===== config.mk =====
export PLATFORM = sky130hd
export DESIGN_NAME = sbx_xfer
export DESIGN_NICKNAME = d
export VERILOG_FILES = /design/src/rtl/sbx_pkg.sv /design/src/rtl/sbx_edges.sv /design/src/rtl/sbx_buf.sv /design/src/rtl/sbx_shift.sv /design/src/rtl/sbx_xfer.sv
export SDC_FILE = /design/constraint.sdc
export NUM_CORES = 1
export LEC_CHECK = 0
export BUFFER_PORTS_ARGS = -buffer_cell sky130_fd_sc_hd__buf_2
export CAP_MARGIN = 5
export CORE_MARGIN = 2
export CORE_UTILIZATION = 45
export CTS_BUF_LIST = sky130_fd_sc_hd__clkbuf_8 sky130_fd_sc_hd__clkbuf_16
export CTS_CLUSTER_DIAMETER = 30
export DETAILED_ROUTE_END_ITERATION = 7
export PLACE_DENSITY = 0.66
export SYNTH_ARGS = -nofsm -noshare
export SYNTH_HDL_FRONTEND = slang
export SYNTH_SLANG_ARGS = --single-unit
export TNS_END_PERCENT = 10

===== constraint.sdc =====
create_clock -name clk -period 4.1 [get_ports clk]
set_input_delay 0.41 -clock clk [delete_from_list [all_inputs] [get_ports clk]]
set_output_delay 0.41 -clock clk [all_outputs]
set_load 0.05 [all_outputs]

===== src/rtl/sbx_pkg.sv =====
package sbx_pkg;
  // configuration field positions
  localparam int CFG_LSB = 0;
  localparam int CFG_MST = 1;
  localparam int CFG_CSM = 2;
  localparam int CFG_CNT = 3;

  // bit presented on the line for the current shift state
  function automatic logic line_bit(input logic [7:0] b, input logic lsb);
    return lsb ? b[0] : b[7];
  endfunction

  // transmit register after one bit has left
  function automatic logic [7:0] tx_adv(input logic [7:0] b, input logic lsb);
    return lsb ? {1'b0, b[7:1]} : {b[6:0], 1'b0};
  endfunction

  // receive register after one bit has arrived
  function automatic logic [7:0] rx_adv(input logic [7:0] b, input logic s, input logic lsb);
    return lsb ? {s, b[7:1]} : {b[6:0], s};
  endfunction
endpackage


===== src/rtl/sbx_edges.sv =====
module sbx_edges #(
  parameter int HALF = 8,
  localparam int PH_W = $clog2(2 * HALF)
) (
  input  logic clk,
  input  logic rst_n,
  input  logic master,
  input  logic run,
  input  logic restart,
  input  logic sck_pin,
  output logic sck_drv,
  output logic fall_evt,
  output logic rise_evt
);
  localparam logic [PH_W-1:0] PH_HALF = PH_W'(HALF);
  localparam logic [PH_W-1:0] PH_LAST = PH_W'(2 * HALF - 1);

  logic [PH_W-1:0] ph;
  logic [1:0]      sync;
  logic            sync_q;

  wire m_fall = run & master & (ph == '0);
  wire m_rise = run & master & (ph == PH_HALF);
  wire s_fall = run & ~master & sync_q & ~sync[1];
  wire s_rise = run & ~master & ~sync_q & sync[1];

  assign fall_evt = m_fall | s_fall;
  assign rise_evt = m_rise | s_rise;

  always_ff @(posedge clk or negedge rst_n) begin
    if (!rst_n) begin
      ph      <= '0;
      sck_drv <= 1'b1;
      sync    <= 2'b11;
      sync_q  <= 1'b1;
    end else begin
      sync   <= {sync[0], sck_pin};
      sync_q <= sync[1];
      if (restart) begin
        ph      <= '0;
        sck_drv <= 1'b1;
      end else if (run && master) begin
        ph <= (ph == PH_LAST) ? '0 : ph + 1'b1;
        if (m_fall) sck_drv <= 1'b0;
        if (m_rise) sck_drv <= 1'b1;
      end
    end
  end

  AST_SCK_EDGE: assert property (@(posedge clk) disable iff (!rst_n)
    (sck_drv != $past(sck_drv)) |-> ($past(m_fall) || $past(m_rise) || $past(restart)));
  AST_EDGE_EXCL: assert property (@(posedge clk) disable iff (!rst_n)
    !(fall_evt && rise_evt));
endmodule


===== src/rtl/sbx_buf.sv =====
module sbx_buf #(
  parameter int DEPTH = 32,
  localparam int AW = $clog2(DEPTH)
) (
  input  logic          clk,
  input  logic          rst_n,
  input  logic          host_we,
  input  logic [AW-1:0] host_addr,
  input  logic [7:0]    host_wd,
  output logic [7:0]    host_rd,
  input  logic          eng_we,
  input  logic [AW-1:0] eng_addr,
  input  logic [7:0]    eng_wd,
  output logic [7:0]    eng_rd
);
  logic [7:0] mem [DEPTH];

  for (genvar i = 0; i < DEPTH; i++) begin : g_ent
    always_ff @(posedge clk or negedge rst_n) begin
      if (!rst_n)
        mem[i] <= '0;
      else if (eng_we && eng_addr == AW'(i))
        mem[i] <= eng_wd;
      else if (host_we && host_addr == AW'(i))
        mem[i] <= host_wd;
    end
  end

  assign host_rd = mem[host_addr];
  assign eng_rd  = mem[eng_addr];
endmodule


===== src/rtl/sbx_shift.sv =====
module sbx_shift import sbx_pkg::*; (
  input  logic       clk,
  input  logic       rst_n,
  input  logic       load,
  input  logic       clr,
  input  logic       fall,
  input  logic       rise,
  input  logic       si,
  input  logic       lsb,
  input  logic [7:0] next_byte,
  output logic       so,
  output logic       byte_done,
  output logic [7:0] rx_byte
);
  logic [7:0] tx, rx;
  logic [2:0] bit_cnt;
  logic       pend;

  assign rx_byte   = rx_adv(rx, si, lsb);
  assign byte_done = rise & (bit_cnt == 3'd7);
  assign so        = line_bit(tx, lsb);

  always_ff @(posedge clk or negedge rst_n) begin
    if (!rst_n) begin
      tx <= '0; rx <= '0; bit_cnt <= '0; pend <= 1'b0;
    end else if (load) begin
      tx <= next_byte; rx <= '0; bit_cnt <= '0; pend <= 1'b0;
    end else if (clr) begin
      bit_cnt <= '0; pend <= 1'b0;
    end else begin
      if (fall) begin
        if (pend) begin
          tx   <= next_byte;
          pend <= 1'b0;
        end else if (bit_cnt != 3'd0) begin
          tx <= tx_adv(tx, lsb);
        end
      end
      if (rise) begin
        rx      <= rx_byte;
        bit_cnt <= bit_cnt + 3'd1;
        if (bit_cnt == 3'd7) pend <= 1'b1;
      end
    end
  end

  AST_SO_ON_FALL: assert property (@(posedge clk) disable iff (!rst_n)
    (!$past(fall) && !$past(load) && $stable(lsb)) |-> $stable(so));
endmodule


===== src/rtl/sbx_xfer.sv =====
module sbx_xfer import sbx_pkg::*; #(
  parameter int DEPTH = 32,
  parameter int HALF  = 8,
  localparam int AW    = $clog2(DEPTH),
  localparam int CFG_W = CFG_CNT + AW
) (
  input  logic             clk,
  input  logic             rst_n,
  input  logic             cfg_we,
  input  logic [CFG_W-1:0] cfg_wdata,
  output logic [CFG_W-1:0] cfg_q,
  input  logic             start,
  input  logic             buf_we,
  input  logic [AW-1:0]    buf_addr,
  input  logic [7:0]       buf_wdata,
  output logic [7:0]       buf_rdata,
  output logic             busy,
  output logic             done,
  output logic             err,
  output logic             irq,
  input  logic             cs_n,
  input  logic             sck_in,
  output logic             sck_out,
  output logic             sck_oe,
  input  logic             si,
  output logic             so,
  output logic             so_oe
);
  logic [CFG_W-1:0] cfg_r;
  logic             active, done_r, err_r, irq_r;
  logic [AW-1:0]    ptr, remain;
  logic [2:0]       cs_s;

  wire          cfg_lsb = cfg_r[CFG_LSB];
  wire          cfg_mst = cfg_r[CFG_MST];
  wire          cfg_csm = cfg_r[CFG_CSM];
  wire [AW-1:0] cfg_cnt = cfg_r[CFG_CNT +: AW];

  // named internal events
  wire start_ok  = start & ~active;
  wire cs_hi     = cs_s[1];
  wire cs_rise   = cs_s[1] & ~cs_s[2];
  wire abort_evt = active & cfg_csm & cs_rise;
  wire run       = active & (~cfg_csm | ~cs_hi);
  logic       ev_fall, ev_rise, byte_done;
  logic [7:0] rx_byte, eng_rd;

  sbx_edges #(.HALF(HALF)) u_edges (
    .clk(clk), .rst_n(rst_n), .master(cfg_mst), .run(run), .restart(start_ok),
    .sck_pin(sck_in), .sck_drv(sck_out), .fall_evt(ev_fall), .rise_evt(ev_rise)
  );

  sbx_buf #(.DEPTH(DEPTH)) u_buf (
    .clk(clk), .rst_n(rst_n),
    .host_we(buf_we & ~active), .host_addr(buf_addr), .host_wd(buf_wdata), .host_rd(buf_rdata),
    .eng_we(byte_done), .eng_addr(ptr), .eng_wd(rx_byte), .eng_rd(eng_rd)
  );

  sbx_shift u_shift (
    .clk(clk), .rst_n(rst_n), .load(start_ok), .clr(abort_evt),
    .fall(ev_fall), .rise(ev_rise), .si(si), .lsb(cfg_lsb),
    .next_byte(eng_rd), .so(so), .byte_done(byte_done), .rx_byte(rx_byte)
  );

  always_ff @(posedge clk or negedge rst_n) begin
    if (!rst_n) begin
      cfg_r <= '0; active <= 1'b0; done_r <= 1'b0; err_r <= 1'b0; irq_r <= 1'b0;
      ptr <= '0; remain <= '0; cs_s <= 3'b111;
    end else begin
      irq_r <= 1'b0;
      cs_s  <= {cs_s[1:0], cs_n};
      if (cfg_we && !active) cfg_r <= cfg_wdata;
      if (start_ok) begin
        active <= 1'b1; ptr <= '0; remain <= cfg_cnt; done_r <= 1'b0; err_r <= 1'b0;
      end else if (abort_evt) begin
        active <= 1'b0; ptr <= '0; err_r <= 1'b1;
      end else if (byte_done) begin
        if (remain == '0) begin
          active <= 1'b0; ptr <= '0; done_r <= 1'b1; irq_r <= 1'b1;
        end else begin
          remain <= remain - 1'b1;
          ptr    <= ptr + 1'b1;
        end
      end
    end
  end

  assign cfg_q  = cfg_r;
  assign busy   = active;
  assign done   = done_r;
  assign err    = err_r;
  assign irq    = irq_r;
  assign so_oe  = ~cfg_csm | ~cs_n;
  assign sck_oe = cfg_mst & so_oe;

  AST_IRQ_PULSE: assert property (@(posedge clk) disable iff (!rst_n)
    irq_r |=> !irq_r);
  AST_DONE_IDLE: assert property (@(posedge clk) disable iff (!rst_n)
    done_r |-> !active);
  AST_ABORT_CLEAN: assert property (@(posedge clk) disable iff (!rst_n)
    $rose(err_r) |-> (!active && !done_r));
  AST_CFG_FROZEN: assert property (@(posedge clk) disable iff (!rst_n)
    (active && $past(active)) |-> $stable(cfg_r));
  AST_PTR_PARKED: assert property (@(posedge clk) disable iff (!rst_n)
    !active |-> (ptr == '0));
endmodule


# Word level (Yosys, flattened, before mapping)
# Index checks and enable logic that the tools add are counted.
# op_classes
magnitude_cmp	2
add_sub_neg	4
bitwise_logic	30
reduce_logical	121
n_eq_ne	67
muxes	118
# ops
operator	n
$mux W8	78
$eq A5 B5 Y1 const B	32
$bmux W8 S5	2
$eq A5 B4 Y1 const B	16
$reduce_bool A2 Y1	38
$logic_and A1 B1 Y1	66
$eq A5 B3 Y1 const B	8
$mux W5	8
$mux W1	24
$eq A5 B2 Y1 const B	4
$reduce_bool A3 Y1	6
$and A1 B1 Y1	16
$logic_not A5 Y1	3
$ge A6 B6 Y1 const B	2
$mux W4	3
$not A5 Y6	2
$eq A5 B1 Y1 const B	2
$mux W3	3
$reduce_and A3 Y1	3
$eq A4 B4 Y1 const B	2
$not A1 Y1	8
$reduce_and A2 Y1	3
$add A5 B1 Y5 const B	1
$sub A5 B1 Y5 const B	1
7 further kinds	11
# word_totals
regBits	309
out_inout_bits	24
wordCells	390
input_bits	29

# Logic depth before layout (Yosys ltp)
# depth
ltp_word	12
depth_mapped	13
depth_no_buf	7

# Modules after synthesis
# A second synthesis with hierarchy kept.
# unflattened
hier_cells	1903
area_unflattened_um2	19214.7
# modules_own_cells
module	n_inst	area_each_um2	cells_each	seq_area_each_um2
sbx_buf	1	16550.9	1669	6406.1
sbx_xfer	1	1159.9	100	629.4
sbx_shift	1	1128.6	97	500.5
sbx_edges	1	375.4	37	205.2

# Worst setup path after synthesis
# No wires, ideal clock.
# synth_path
path_kind	register to register
start	reg ptr[1]
end	reg u_buf.mem[120] (netlist bit)
path_stages_with_launch	14
slack_ns	1.215
required_time_ns	3.974
path_buffers	6
t_arrival_ns	2.759
setup_ns	0.126
period_less_slack_ns	2.885
path_cell_list	dfrtp_1 > buf_4 > buf_2 > buf_2 > buf_2 > inv_1 > ha_1 > nor2b_1 > nand2_1 > a2111o_1 > buf_2 > nor2b_1 > buf_2 > a221o_1
# synth_via
elab_chain_len	3
# synth_rtl
element	line_no	text
start: declaration	sbx_xfer.sv:31	logic [AW-1:0] ptr, remain;
start signal: assignment	sbx_xfer.sv:82	ptr <= ptr + 1'b1;
$eq A5 B5 Y1 (*)	sbx_buf.sv:22	else if (eng_we && eng_addr == AW'(i))
$logic_and A1 B1 Y1 (*)	sbx_buf.sv:22	
$mux W8 / $reduce_bool A2 Y1 (equally long branches)	n/a	
end signal: indexed assignment	sbx_buf.sv:23	mem[i] <= eng_wd;
end signal: indexed assignment	sbx_buf.sv:25	mem[i] <= host_wd;
end: declaration	sbx_buf.sv:16	logic [7:0] mem [DEPTH];
# Every way passes the cells marked *; elsewhere a longest branch is shown, timed or not.
# A chain may end at the register's enable or synchronous reset.

# Worst setup path in the final report
# layout_path
start	in buf_addr[1]
end	out buf_rdata[3]
# layout_via
elab_chain_len	4
# layout_rtl
element	line_no	text
start: declaration	sbx_xfer.sv:14	input logic [AW-1:0] buf_addr,
$not A5 Y6 (not written as such)	sbx_buf.sv:29	assign host_rd = mem[host_addr];
$bmux W8 S5	sbx_buf.sv:29	
$mux W8 (not written as such) (2 in a row)	sbx_buf.sv:29	
end: declaration	sbx_xfer.sv:16	output logic [7:0] buf_rdata,
# No other way between the ends. The select of a mux whose other input is x is not followed.

==> summary by stage <==
GRT
The total global routing overflow is 0. The global-route wire length before repair is 108000 µm. The pin count of the biggest net entering global routing is 107. The global routing usage summed across all routing layers is 34.1%. The via count of the first global-routing pass was 15608. The initial antenna violation count is 0.

Yosys
Synthesis produced 1573 cells. Synthesis inferred 309 register bits. In this run the mean area of a mapped cell was 11.9 µm². The post-synthesis async set-or-reset flop share is 100%. During synthesis, Yosys emitted a total of 0 warnings. The share of the yosys chip area belonging to registers is 41.3%.

Counting every net in the synthesized netlist gives 1614. In this run, synthesis inferred 0 flip-flops with an integrated enable. Summed over its instances, the top area cell type makes up 40.4% of the synthesized netlist area.

The most common cell in the synthesized netlist is sky130_fd_sc_hd__dfrtp_1. The top flip-flop cell by instance count after synthesis is sky130_fd_sc_hd__dfrtp_1. The synthesized netlist contains 63 unique library cells.

The summed instance area of the synthesized netlist is 18700 µm². The biggest area contributor in the post-synthesis netlist is sky130_fd_sc_hd__dfrtp_1. Ranked by instance count, the synthesized netlist is headed by 302 x sky130_fd_sc_hd__dfrtp_1, 180 x sky130_fd_sc_hd__a21o_1, 180 x sky130_fd_sc_hd__a22o_1.

After synthesis, the cell types taking the most area are sky130_fd_sc_hd__dfrtp_1 40%, sky130_fd_sc_hd__mux4_2 15%, sky130_fd_sc_hd__a22o_1 8.4%, sky130_fd_sc_hd__a21o_1 7.2%, sky130_fd_sc_hd__a221o_1 4.8%.

STA
Setup repair after global routing left no endpoint under its margin. The highest attainable clock frequency is 292 MHz. The final period utilization is 83.5%. Headroom to the max-slew limit came out at 19.2%. Across the routed clock network, the largest skew measured is 0.0180 ns.

The number of hold violations in the final report is 0. The final-report setup violation count is 0. The max-slew violation count came to 0. The clock period minus final worst setup slack is 3.42 ns. For the pin with the worst max-slew slack, the measured transition is 1.18 ns. The accumulated negative setup slack is 0 ns.

Power
The power density over cell area is 666 nW/µm². The post-route total power is 14.9 mW. The maximum vdd ir drop is 0.000413 V. Summed over all cells, the static leakage comes to 10.5 nW.

Critical path
The endpoint class of the critical path is an output port. Of all nets on the critical path, the largest fanout is 34. The endpoint required time on the critical path is 3.69 ns. For this run, the slowest stage of the critical path takes 0.68 ns. The worst setup path is launched from a primary input.

The worst setup path is of the primary input to output port kind. The cell depth of the worst flop-to-flop path is 6. The cell count along the critical path is 6. The kind of cell with the highest combined delay along the critical path is buffers and inverters. Data on the critical path arrives at its endpoint at 3.01 ns.

The slowest library cell on the worst path is sky130_fd_sc_hd__buf_2. Traced cell by cell, the critical path runs through buf_2 -> buf_4 -> mux4_2 -> mux4_2 -> mux2_2 -> buf_2. Counting both buffers and inverters, the worst setup path holds a total of 3.

Finish
The area growth from synthesis to layout is 19.6%. The fraction of final layout cells with drive strength greater than 1 is 27.2%. Summing all multi-input logic gate instances after layout gives 10400 µm². The net count of the finished layout is 1668. The area occupied by registers is 7750 µm². The number of antenna diodes in the final layout is 0. The number of fillers in the final layout is 3473.

Clock tree
The number of clock buffers added by TritonCTS is 82. The clock edge transition at the registers on the reported setup and hold paths is 0.04 ns. The clock tree synthesis step divided the H-tree into 3 levels. The tree built by TritonCTS fans out to 309 sinks. TritonCTS built the clock tree. The latest clock arrival within the worst-skew pair is 0.60 ns. The maximum clock insertion buffer count is 3. The clock tree root driver cell is sky130_fd_sc_hd__clkbuf_16.

The number of gates resized after CTS is 0.

Place
At the end of routability-driven placement, the weighted congestion stood at 1.02. After legalization and detailed placement, the total HPWL measured 49400 µm. During placement, the flow inserted port buffers numbering 52.

Run status
The flow ran to the end, and the final reports show no timing, DRC or antenna violations.

Floorplan
The placeable core region is 40900 µm². Pin placement for this block handled 53 I/O pins. The die extent in x is 208 µm. Once the floorplan was initialized, standard cells occupied 45.8% of the core.

The die covers 43300 µm². The die is 208 µm tall. The floorplan row count is 74.

Hold path
The tightest min-delay check is of the primary input to flop type. The hold path depth is 3.

Drt
The detailed-router iteration count before antenna repair is 8. The routed layout has 16215 vias. In this run the remaining antenna-violating nets after routing total 0.

After the first detailed-routing iteration, the DRC count stood at 2353. The wire length per cell is 33.2 µm. The detail-routed via count per cell is 7.29.

Wires add up to 73800 µm. After detailed routing, the number of remaining DRC violations is 0.

Flow run
Max-cap violations in this run came to 0.
worst min-delay path: cells and delay by family:
family,cells,cell delay [ns]
buffers and inverters,1,0.07
AO/OA/AOI/OAI,1,0.06
AND/OR/NAND/NOR,1,0.03
report_power, final:
group / total (mW) / switching, mW / internal (mW)
combinational: 3.21 / 1.74 / 1.47
clock: 6.71 / 2.00 / 4.70
sequential: 5.00 / 1.12 / 3.88
layout make-up:
type	count	area share, %
timing repair buffer	96	2.89
tap	532	2.97
clock buffer	95	10.2
inverter	18	0.302
clock inverter	54	2.73
sequential	309	34.6
multi-input combinational	1120	46.3
metal layers:
metal,global-route usage [%],up-vias,routed length (µm)
met4,15.1,0,3560
met1,47.4,8339,28700
met2,48.2,1241,31300
li1,-,6406,-
met3,11.8,229,10300
met5,0,-,0
through the flow:
| step | std cells | area (µm²) | worst slack [ns] | utilization, % | hold WS, ns |
|---|---|---|---|---|---|
| 2_1_floorplan | 1573 | 18700 | 1.21 | - | 0.114 |
| 3_5_place_dp | 2072 | 19500 | 0.684 | 47.6 | 0.349 |
| 4_1_cts | 2224 | 22400 | 0.682 | 54.7 | 0.000338 |
| 6_report | 2224 | 22400 | 0.677 | 54.7 | 0.0201 |
| 5_1_grt | 2224 | 22400 | 0.558 | 54.7 | 0.0269 |
| 3_3_place_gp | 2072 | 19500 | 0.700 | 47.6 | 0.349 |
state kept, by name, summed over array words and instances (netlist names), 3 cells and up:
name             count
u_shift.bit_cnt      3
cfg_q                8
ptr                  5
u_shift.rx           8
remain               5
u_buf.mem          256
u_shift.tx           8
cs_s                 3
u_edges.ph           4
path summary, 6_finish.rpt:
| kind | start | end | slack (ns) |
|---|---|---|---|
| min | cfg_wdata[1] | cfg_q[1] | 0.02 |
| min in group asynchronous | rst_n | cfg_q[3] | 0.32 |
| max reg2reg | busy | u_buf.mem[48] | 0.84 |
| max in group asynchronous | rst_n | u_buf.mem[186] | 2.68 |
| min reg2reg | u_edges.sync[0] | u_edges.sync[1] | 0.35 |
| max | buf_addr[1] | buf_rdata[3] | 0.68 |
what timing repair did:
item	CTS	global route
endpoints found under the hold margin	48	0
buffers inserted	0	0
hold buffers	3	0
logic make-up (layout without fill, tap and decap cells):
logic type                 count (synthesis)  count (layout)  synth area share, %
xor gates and xnor gates                   3               3                0.140
adders and majority gates                 12              12                0.802
DFF                                      309             309                 41.3
muxes                                    185             185                 18.6
AOI/OAI and AO/OA                        583             583                 27.3
buffers and inverters                    144             263                 3.28
and+or+nand+nor                          337             337                 8.57
layout by cell type, fill, tap and decap left out, types with 4 or more instances in the layout:
cell                         instances
sky130_fd_sc_hd__a22o_1            180
sky130_fd_sc_hd__clkinv_4            6
sky130_fd_sc_hd__a211oi_1           23
sky130_fd_sc_hd__nor2b_1            26
sky130_fd_sc_hd__a21oi_1            22
sky130_fd_sc_hd__nand2b_1            8
sky130_fd_sc_hd__a211oi_2            5
sky130_fd_sc_hd__mux2_2             41
sky130_fd_sc_hd__mux2i_1            18
sky130_fd_sc_hd__o2bb2ai_1           6
sky130_fd_sc_hd__a221o_1            90
sky130_fd_sc_hd__o22ai_1             8
sky130_fd_sc_hd__inv_6               4
sky130_fd_sc_hd__mux4_2            126
sky130_fd_sc_hd__nor4_1             14
sky130_fd_sc_hd__or2_2               6
sky130_fd_sc_hd__dfrtp_1           299
sky130_fd_sc_hd__bufinv_16          12
sky130_fd_sc_hd__buf_4              39
sky130_fd_sc_hd__inv_1              25
sky130_fd_sc_hd__and3_1              4
sky130_fd_sc_hd__nor2_1            139
sky130_fd_sc_hd__clkbuf_16          87
sky130_fd_sc_hd__nand3_1             7
sky130_fd_sc_hd__buf_2              50
sky130_fd_sc_hd__nor3_1             18
sky130_fd_sc_hd__a2111oi_4          17
sky130_fd_sc_hd__clkinv_2           16
sky130_fd_sc_hd__ha_1               12
sky130_fd_sc_hd__o21ai_0            28
sky130_fd_sc_hd__clkbuf_8            8
sky130_fd_sc_hd__a211o_1             4
sky130_fd_sc_hd__clkinvlp_4          6
sky130_fd_sc_hd__dfstp_2             7
sky130_fd_sc_hd__a21o_1            180
sky130_fd_sc_hd__nand2_1            78
sky130_fd_sc_hd__nor2_2             14
Note: power is estimated with default switching activity, not from simulation.
